==> config.mk <==
export PLATFORM = sky130hd
export DESIGN_NAME = merge_wbuf
export DESIGN_NICKNAME = d
export VERILOG_FILES = /design/src/rtl/wbuf_pkg.sv /design/src/rtl/wbuf_cam.sv /design/src/rtl/wbuf_fifo_ctrl.sv /design/src/rtl/wbuf_drain_fsm.sv /design/src/rtl/merge_wbuf.sv
export SDC_FILE = /design/constraint.sdc
export NUM_CORES = 2
export LEC_CHECK = 0
export ABC_CLOCK_PERIOD_IN_PS = 7750
export BUFFER_PORTS_ARGS = -buffer_cell sky130_fd_sc_hd__buf_2
export CORE_MARGIN = 5
export CORE_UTILIZATION = 35
export DETAILED_ROUTE_END_ITERATION = 12
export SLEW_MARGIN = 25
export SYNTH_ARGS = -nofsm -noshare
export SYNTH_HDL_FRONTEND = slang
export SYNTH_SLANG_ARGS = --single-unit
==> constraint.sdc <==
create_clock -name clk -period 7.75 [get_ports clk]
set_clock_uncertainty 0.2 [all_clocks]
set_input_delay 0.775 -clock clk [delete_from_list [all_inputs] [get_ports clk]]
set_output_delay 0.775 -clock clk [all_outputs]
set_load 0.05 [all_outputs]
==> src/rtl/wbuf_pkg.sv <==
package wbuf_pkg;
    typedef enum logic [1:0] {
        DR_IDLE   = 2'd0,
        DR_GATHER = 2'd1,
        DR_SEND   = 2'd2
    } drain_state_e;
endpackage

==> src/rtl/wbuf_cam.sv <==
module wbuf_cam #(
    parameter int NUM_ENT = 4,
    parameter int TAG_W   = 28,
    localparam int IDX_W  = $clog2(NUM_ENT)
) (
    input  logic [TAG_W-1:0]   tag_in,
    input  logic [TAG_W-1:0]   tags [NUM_ENT],
    input  logic [NUM_ENT-1:0] occ,
    input  logic               lock_en,
    input  logic [IDX_W-1:0]   lock_idx,
    output logic               hit,
    output logic [IDX_W-1:0]   hit_idx
);
    logic [NUM_ENT-1:0] match_vec;

    // one comparator per slot; the locked slot is masked out
    for (genvar i = 0; i < NUM_ENT; i++) begin : g_cmp
        assign match_vec[i] = occ[i] && (tags[i] == tag_in) &&
                              !(lock_en && (lock_idx == IDX_W'(i)));
    end

    always_comb begin
        hit     = |match_vec;
        hit_idx = '0;
        for (int i = NUM_ENT - 1; i >= 0; i--) begin
            if (match_vec[i]) hit_idx = IDX_W'(i);
        end
    end

    // never two eligible slots holding the same block
    always_comb begin
        assert_single_match_R2: assert ($onehot0(match_vec) || $isunknown(match_vec))
            else $error("two eligible slots match one block");
    end
endmodule

==> src/rtl/wbuf_fifo_ctrl.sv <==
module wbuf_fifo_ctrl #(
    parameter int NUM_ENT = 4,
    localparam int IDX_W  = $clog2(NUM_ENT),
    localparam int CNT_W  = $clog2(NUM_ENT + 1)
) (
    input  logic             clk,
    input  logic             rst_n,
    input  logic             push,
    input  logic             pop,
    output logic [IDX_W-1:0] head_idx,
    output logic [IDX_W-1:0] tail_idx,
    output logic [CNT_W-1:0] count,
    output logic             full,
    output logic             empty
);
    localparam logic [IDX_W-1:0] LAST = IDX_W'(NUM_ENT - 1);

    function automatic logic [IDX_W-1:0] wrap_inc(input logic [IDX_W-1:0] p);
        return (p == LAST) ? '0 : p + 1'b1;
    endfunction

    always_ff @(posedge clk or negedge rst_n) begin
        if (!rst_n) begin
            head_idx <= '0;
            tail_idx <= '0;
            count    <= '0;
        end else begin
            if (push) tail_idx <= wrap_inc(tail_idx);
            if (pop)  head_idx <= wrap_inc(head_idx);
            if (push && !pop)      count <= count + 1'b1;
            else if (pop && !push) count <= count - 1'b1;
        end
    end

    assign full  = (count == CNT_W'(NUM_ENT));
    assign empty = (count == '0);

    // a slot is never opened in a full buffer
    assert_no_overflow_R5: assert property (@(posedge clk) disable iff (!rst_n)
        push |-> !full);
    // memory never retires a slot from an empty buffer
    assert_no_underflow_R10: assert property (@(posedge clk) disable iff (!rst_n)
        pop |-> !empty);
endmodule

==> src/rtl/wbuf_drain_fsm.sv <==
module wbuf_drain_fsm
    import wbuf_pkg::*;
#(
    parameter int HOLD_CYC = 16,
    localparam int AGE_W   = $clog2(HOLD_CYC + 1)
) (
    input  logic clk,
    input  logic rst_n,
    input  logic any_occ,
    input  logic head_full,
    input  logic multi_occ,
    input  logic push,
    input  logic mem_ready,
    output logic mem_valid,
    output logic lock,
    output logic pop
);
    drain_state_e state_q, state_d;
    logic [AGE_W-1:0] age_q;
    logic             launch;

    assign launch = head_full || multi_occ || (age_q == AGE_W'(HOLD_CYC - 1));

    always_comb begin
        state_d = state_q;
        unique case (state_q)
            DR_IDLE:   if (any_occ) state_d = DR_GATHER;           // open
            DR_GATHER: if (launch)  state_d = DR_SEND;             // launch
            DR_SEND:   if (mem_ready)
                           state_d = (multi_occ || push) ? DR_GATHER   // retire_more
                                                         : DR_IDLE;    // retire_last
            default:   state_d = DR_IDLE;
        endcase
    end

    always_ff @(posedge clk or negedge rst_n) begin
        if (!rst_n) begin
            state_q <= DR_IDLE;
            age_q   <= '0;
        end else begin
            state_q <= state_d;
            if (state_q == DR_GATHER && state_d == DR_GATHER) age_q <= age_q + 1'b1;
            else                                              age_q <= '0;
        end
    end

    always_comb begin
        mem_valid = 1'b0;
        lock      = 1'b0;
        pop       = 1'b0;
        unique case (state_q)
            DR_IDLE, DR_GATHER: ;
            DR_SEND: begin
                mem_valid = 1'b1;
                lock      = 1'b1;
                pop       = mem_ready;
            end
            default: ;
        endcase
    end

    // reset leaves the machine idle
    assert_reset_idle_R1: assert property (@(posedge clk)
        !rst_n |=> state_q == DR_IDLE);
    // the hold timer never passes its limit
    assert_hold_bound_R8: assert property (@(posedge clk) disable iff (!rst_n)
        state_q == DR_GATHER |-> age_q < AGE_W'(HOLD_CYC));
    // an offer is made only with an occupied slot
    assert_offer_occupied_R10: assert property (@(posedge clk) disable iff (!rst_n)
        mem_valid |-> any_occ);
endmodule

==> src/rtl/merge_wbuf.sv <==
module merge_wbuf #(
    parameter int NUM_ENT  = 4,
    parameter int WORDS    = 4,
    parameter int DATA_W   = 32,
    parameter int ADDR_W   = 32,
    parameter int HOLD_CYC = 16,
    localparam int BE_W     = DATA_W / 8,
    localparam int BYTE_OFF = $clog2(BE_W),
    localparam int WIDX_W   = $clog2(WORDS),
    localparam int BLK_OFF  = BYTE_OFF + WIDX_W,
    localparam int TAG_W    = ADDR_W - BLK_OFF,
    localparam int BLK_W    = WORDS * DATA_W,
    localparam int BLK_BE   = WORDS * BE_W,
    localparam int IDX_W    = $clog2(NUM_ENT),
    localparam int CNT_W    = $clog2(NUM_ENT + 1)
) (
    input  logic              clk,
    input  logic              rst_n,
    input  logic              wr_valid,
    output logic              wr_ready,
    input  logic [ADDR_W-1:0] wr_addr,
    input  logic [DATA_W-1:0] wr_data,
    input  logic [BE_W-1:0]   wr_be,
    output logic              mem_valid,
    input  logic              mem_ready,
    output logic [TAG_W-1:0]  mem_addr,
    output logic [BLK_W-1:0]  mem_data,
    output logic [BLK_BE-1:0] mem_be,
    output logic [WORDS-1:0]  mem_wmask
);
    // slot storage
    logic [TAG_W-1:0]   tag_q  [NUM_ENT];
    logic [BLK_W-1:0]   data_q [NUM_ENT];
    logic [BLK_BE-1:0]  be_q   [NUM_ENT];
    logic [NUM_ENT-1:0] occ_q;

    // control
    logic [IDX_W-1:0] head_idx, tail_idx, hit_idx;
    logic [CNT_W-1:0] count;
    logic             full, empty, hit, lock, pop;
    logic             accept, do_alloc, do_merge;

    // decoded write
    logic [TAG_W-1:0]    w_tag;
    logic [WIDX_W-1:0]   w_widx;
    logic [BLK_W-1:0]    w_data_blk;
    logic [BLK_BE-1:0]   w_be_blk;
    logic [BLK_W-1:0]    w_bitmask;
    logic [BYTE_OFF-1:0] unused_lo;

    assign w_tag      = wr_addr[ADDR_W-1:BLK_OFF];
    assign w_widx     = wr_addr[BLK_OFF-1:BYTE_OFF];
    assign unused_lo  = wr_addr[BYTE_OFF-1:0];
    assign w_data_blk = BLK_W'(wr_data) << (w_widx * DATA_W);
    assign w_be_blk   = BLK_BE'(wr_be) << (w_widx * BE_W);

    for (genvar b = 0; b < BLK_BE; b++) begin : g_bmask
        assign w_bitmask[b*8 +: 8] = {8{w_be_blk[b]}};
    end

    wbuf_cam #(.NUM_ENT(NUM_ENT), .TAG_W(TAG_W)) u_cam (
        .tag_in   (w_tag),
        .tags     (tag_q),
        .occ      (occ_q),
        .lock_en  (lock),
        .lock_idx (head_idx),
        .hit      (hit),
        .hit_idx  (hit_idx)
    );

    assign wr_ready = hit || !full;
    assign accept   = wr_valid && wr_ready;
    assign do_merge = accept && hit;
    assign do_alloc = accept && !hit;

    wbuf_fifo_ctrl #(.NUM_ENT(NUM_ENT)) u_fifo (
        .clk      (clk),
        .rst_n    (rst_n),
        .push     (do_alloc),
        .pop      (pop),
        .head_idx (head_idx),
        .tail_idx (tail_idx),
        .count    (count),
        .full     (full),
        .empty    (empty)
    );

    wbuf_drain_fsm #(.HOLD_CYC(HOLD_CYC)) u_fsm (
        .clk       (clk),
        .rst_n     (rst_n),
        .any_occ   (!empty),
        .head_full (&be_q[head_idx]),
        .multi_occ (count > CNT_W'(1)),
        .push      (do_alloc),
        .mem_ready (mem_ready),
        .mem_valid (mem_valid),
        .lock      (lock),
        .pop       (pop)
    );

    // per-slot update: allocate clears the block, merge overlays enabled bytes
    for (genvar i = 0; i < NUM_ENT; i++) begin : g_slot
        logic sel_alloc, sel_merge, sel_pop;
        assign sel_alloc = do_alloc && (tail_idx == IDX_W'(i));
        assign sel_merge = do_merge && (hit_idx  == IDX_W'(i));
        assign sel_pop   = pop      && (head_idx == IDX_W'(i));

        always_ff @(posedge clk or negedge rst_n) begin
            if (!rst_n) begin
                occ_q[i]  <= 1'b0;
                tag_q[i]  <= '0;
                data_q[i] <= '0;
                be_q[i]   <= '0;
            end else begin
                if (sel_pop) occ_q[i] <= 1'b0;
                if (sel_alloc) begin
                    occ_q[i]  <= 1'b1;
                    tag_q[i]  <= w_tag;
                    data_q[i] <= w_data_blk & w_bitmask;
                    be_q[i]   <= w_be_blk;
                end else if (sel_merge) begin
                    data_q[i] <= (data_q[i] & ~w_bitmask) | (w_data_blk & w_bitmask);
                    be_q[i]   <= be_q[i] | w_be_blk;
                end
            end
        end
    end

    // drain payload from the oldest slot
    assign mem_addr = tag_q[head_idx];
    assign mem_data = data_q[head_idx];
    assign mem_be   = be_q[head_idx];

    for (genvar k = 0; k < WORDS; k++) begin : g_wmask
        assign mem_wmask[k] = |mem_be[k*BE_W +: BE_W];
    end

    // an offered block is frozen until memory takes it
    assert_offer_stable_R9: assert property (@(posedge clk) disable iff (!rst_n)
        mem_valid && !mem_ready |=> mem_valid && $stable(mem_addr) &&
                                    $stable(mem_data) && $stable(mem_be));
    // a merge never targets the slot offered to memory
    assert_no_merge_locked_R6: assert property (@(posedge clk) disable iff (!rst_n)
        do_merge && mem_valid |-> hit_idx != head_idx);
    // a newly opened slot is always a free one
    assert_alloc_free_R4: assert property (@(posedge clk) disable iff (!rst_n)
        do_alloc |-> !occ_q[tail_idx]);
endmodule

# == Word level (Yosys, flattened, before mapping) ==
# Index checks and enable logic that the tools add are counted.
# classes
n_addsub,5
n_div,0
n_eq_ne,18
n_reduce_logical,62
multipliers,0
muxes,49
bitwise,15
n_lt_le_gt_ge,2
n_shift,2
# ops
op,n
128-bit 2-to-1 mux,10
128-bit bitwise AND,5
128-bit OR,4
128-bit binary-select mux with 2-bit select,1
16-bit 2-to-1 mux,10
128-bit NOT,1
32-bit by 7-bit << shifter with 128-bit output,1
28-bit equality test,4
16-bit OR,4
28-bit binary-select mux with 2-bit select,1
28-bit 2-to-1 mux,2
16-bit binary-select mux with 2-bit select,1
1-bit logical AND,30
4-bit OR reduction,5
2-bit 2-to-1 mux,9
2-bit nonzero test,9
16-bit AND reduction,1
4-bit by 4-bit << shifter with 16-bit output,1
"2-bit equality test, second input constant",7
1-bit 2-to-1 mux,11
"2-bit by 1-bit equality test with 1-bit output, second input constant",5
1-bit logical NOT,8
2-bit logical NOT,4
3-bit 2-to-1 mux,2
13 further kinds,17
# totals
rom_bits,0
ff_bits,706
elab_cells,174
out_inout_bits,178
latchBits,0
inputBits,72
memories,0
mem_bits_rw,0

# == Longest topological paths before layout ==
# logic_depth
depth_word,16
ltp_mapped,16
ltp_nobuf,12

# == Modules after synthesis ==
# From an unflattened synthesis, not the netlist that was laid out.
# unflattened
cells_unflattened,2167
hier_area_um2,32292.2
# modules_own_cells
mod,seq_area_each_um2,area_each_um2,cells_per_inst,instances
merge_wbuf,17316.6,30260.3,1944,1
wbuf_cam,0.0,1346.3,166,1
wbuf_fifo_ctrl,175.2,346.6,26,1
wbuf_drain_fsm,175.2,339.1,31,1

# == Worst setup path after synthesis ==
# Ideal clock, no wire load.
# synth_path
path_kind,reg-to-reg
from,register u_fifo.head_idx[0]
to,register with a tool-made name
required_time_ns,7.429
arrival_time_ns,4.338
synth_period_minus_slack_ns,4.659
path_slack_ns,3.091
n_path_buf,7
path_stages_with_launch,16
setup_ns,0.121
path_cell_list,dfrtp_1 -> buf_1 -> clkbuf_1 -> buf_1 -> inv_1 -> ha_1 -> a2111o_1 -> or4_1 -> o21a_1 -> and4_4 -> buf_6 -> or2_1 -> buf_2 -> buf_6 -> buf_6 -> a22o_1
# synth_rtl
element,line,source
start: declaration,wbuf_fifo_ctrl.sv:10,"output logic [IDX_W-1:0] head_idx,"
start signal: assignment,wbuf_fifo_ctrl.sv:29,if (pop) head_idx <= wrap_inc(head_idx);

# == Worst setup path after layout ==
# layout_path
from,register u_fifo.head_idx[0]
to,output port mem_wmask[2]
# layout_between
elab_chain_len,5
# layout_lines
element,line,source
2-bit NOT with 3-bit output (implied by the code),merge_wbuf.sv:132,assign mem_be = be_q[head_idx];
16-bit binary-select mux with 2-bit select,merge_wbuf.sv:132,
16-bit 2-to-1 mux (implied by the code) (2 in series),merge_wbuf.sv:132,
4-bit OR reduction,merge_wbuf.sv:135,assign mem_wmask[k] = |mem_be[k*BE_W +: BE_W];
end: declaration,merge_wbuf.sv:29,output logic [WORDS-1:0] mem_wmask
# No other way between the ends. The select of a mux whose other input is x is not followed.

==> flow_metrics.tcl <==
set metrics [dict create \
    status "complete, no violations" \
    syn_to_final_growth_pct 15.0 \
    regToRegStartpoint "u_fifo.head_idx[0]" \
    cts_resized 0 \
    ir_drop_uv 500 \
    final_nets 2556 \
    dieArea_um2 99800 \
    synth_nets 2432 \
    switching_share 0.417 \
    critPathKind "flip-flop to output pin" \
    r2r_cells 8 \
    antenna_found_initial 16 \
    synth_edf_count 0 \
    cellPowerDensity_nw_per_um2 444 \
    drc_errors 0 \
    viasPerCell 6.19 \
    hold_violations 0 \
    row_count 112 \
    syn_area_per_cell_um2 14.0 \
    ys_async_sr_fraction 1.00 \
    drive_gt1_frac 0.287 \
    net-switching-power_uw 6980 \
    yosys-top-cells-count "706 x dfrtp_1, 302 x a22o_1, 256 x a32o_1" \
    place_congestion 0.799 \
    portBuffers 247 \
    internal_power_uw 9740 \
    dieHeight_um 316 \
    cp_max_fo 36 \
    grt_pass1_wl_mm 164 \
    clk_latency_ns 0.64 \
    clock-root-buffer "clkbuf_16" \
    path_clk_slew_ns 0.05 \
    yosys_warnings 0 \
    io_pins 250 \
    reg2reg_slack_ns 2.47 \
    routedWlPerCell_um 28.6 \
    synthFlopType "dfrtp_1" \
    cts_tree "built" \
    final-setup-viol-count 0 \
    synth_top_area_cell "dfrtp_1" \
    routed_wirelength_mm 108 \
    first_iter_violations 2260 \
    cap_violations 0 \
    post-route-min-period_ns 5.30 \
    clock-sinks 706 \
    crit_start "u_fifo.head_idx[0]" \
    netlist_instances 2345 \
    endpoint "mem_wmask[2]" \
    yosys.area.top_type_share 0.539 \
    vias 23400 \
    clockBufferDepth 3 \
    worst_slew_pin_slew_ns 1.13 \
    tns_ns 0 \
    seq_area_frac_synth 0.539 \
    ant_nets 0 \
    cts_buffers 79 \
    slew_headroom 0.248 \
    seq_power_share 0.348 \
    rsz0062_at_grt "false" \
    track_usage 0.214 \
    grt_max_degree 217 \
    htreeDepth 3 \
    fmax_ghz 0.189 \
    slew_viol_final 0 \
    grt_pass1_vias 25100 \
    pwr-share-comb 0.430 \
    cp.required_ns 6.78 \
    crit_path_start_kind "flip-flop" \
    cp.arrival_ns 4.33 \
    hold_path_class "input pin to flip-flop" \
    die_w_um 316 \
    ys_ff_latch 706 \
    p_leak_uw 0.0168 \
    coreArea_um2 93000 \
    hpwl_mm 65.1 \
    cp-end-kind "output pin" \
    grt_overflow 0 \
    utilization 0.405 \
    syn-cell-area_um2 32800 \
    initial_core_util 0.352 \
    synth.most_common_cell "dfrtp_1" \
    synthTopCellsByArea "dfrtp_1 54%, mux4_2 12%, a22o_1 8.1%" \
    ys_types 53 \
    drt_first_pass_iters 5 \
    post-route-period-util 0.684 \
    p_clk_frac 0.222 \
]
==> logic make-up after synthesis <==
kind of cell	count (synthesis)	share of synthesized area
AO/OA/AOI/OAI	661	0.180
XOR/XNOR	117	0.0313
adder cells (fa/ha/maj)	15	0.00573
buffers and inverters	261	0.0344
flip-flops	706	0.539
multiplexers	287	0.158
AND/OR/NAND/NOR	298	0.0513
==> power by group through the flow <==
stage               registers, uW  logic (uW)  clock network, uW
global route                 5960        7560               3940
global placement             5720        7140                  0
CTS                          5800        7250               3790
finish                       5810        7190               3710
floorplan                    5520        5420                  0
detailed placement           5850        7220                  0
==> metrics by stage <==
step | power, uW | cells | hold slack (ns) | setup WS (ns) | cell area, um^2
3_3_place_gp | 12900 | 3636 | 0.246 | 2.39 | 34900
5_1_grt | 17500 | 3782 | 0.155 | 2.07 | 37600
4_1_cts | 16800 | 3776 | 0.104 | 2.24 | 37500
2_1_floorplan | 10900 | 2345 | 0.231 | 3.09 | 32800
6_report | 16700 | 3787 | 0.165 | 2.45 | 37700
3_5_place_dp | 13100 | 3637 | 0.263 | 2.48 | 35000
==> metal layers <==
metal | track usage | vias up | share of wire
met1 | 0.288 | 12600 | 0.41
met4 | 0.0669 | 14 | 0.028
met2 | 0.345 | 1112 | 0.47
met5 | 0 | - | 0.00076
li1 | - | 9518 | -
met3 | 0.0531 | 211 | 0.090
==> worst max-delay path, stage by stage (launching register included) <==
cell and delay [ns]:
dfrtp_4 0.89, buf_4 0.75, buf_4 0.68, mux4_2 0.54, or4_1 0.53, buf_2 0.23
==> worst min path at each step <==
stage / startpoint / to / slack, ns / depth (start not counted)
2_1_floorplan: u_fsm.age_q[0] / u_fsm.age_q[0] / 0.23 / 1
3_3_place_gp: u_fsm.age_q[0] / u_fsm.age_q[0] / 0.25 / 1
3_5_place_dp: be_q[45] / be_q[45] / 0.26 / 1
4_1_cts: rst_n / asynchronous set/reset pin / 0.10 / 1
5_1_grt: mem_ready / u_fsm.state_q[1] / 0.16 / 2
6_report: mem_ready / u_fsm.state_q[1] / 0.17 / 2
==> placed cells by master, fill, tap and decap left out, drive strengths merged, types with 17 or more instances in the layout <==
master | Yosys | routed
a21oi | 34 | 34
dfrtp | 706 | 706
nand4 | 31 | 31
a21boi | 17 | 17
nand2 | 50 | 50
a22o | 302 | 302
mux4 | 172 | 172
nor2 | 34 | 34
o21ai | 21 | 21
buf | 99 | 290
clkbuf | 149 | 118
and3 | 78 | 78
xnor2 | 104 | 104
mux2 | 114 | 114
a32o | 256 | 256
and2 | 66 | 66
==> layout make-up <==
| class | instances | area, um^2 |
|---|---|---|
| Tap cell | 1254 | 1570 |
| Antenna cell | 6 | 15.0 |
| Timing Repair Buffer | 291 | 1770 |
| Clock buffer | 118 | 2310 |
| Inverter | 13 | 48.8 |
| Multi-Input combinational cell | 1378 | 14000 |
| Clock inverter | 21 | 244 |
| Sequential cell | 706 | 17700 |
| Fill cell | 8626 | 55400 |
==> timing repair <==
| item | in CTS | in global routing |
|---|---|---|
| hold buffers | 0 | 1 |
| hold endpoints to repair | 0 | 46 |
| setup buffers | 0 | 0 |
| endpoints found under the setup margin | 0 | 0 |
(Power assumes the default switching activity.)
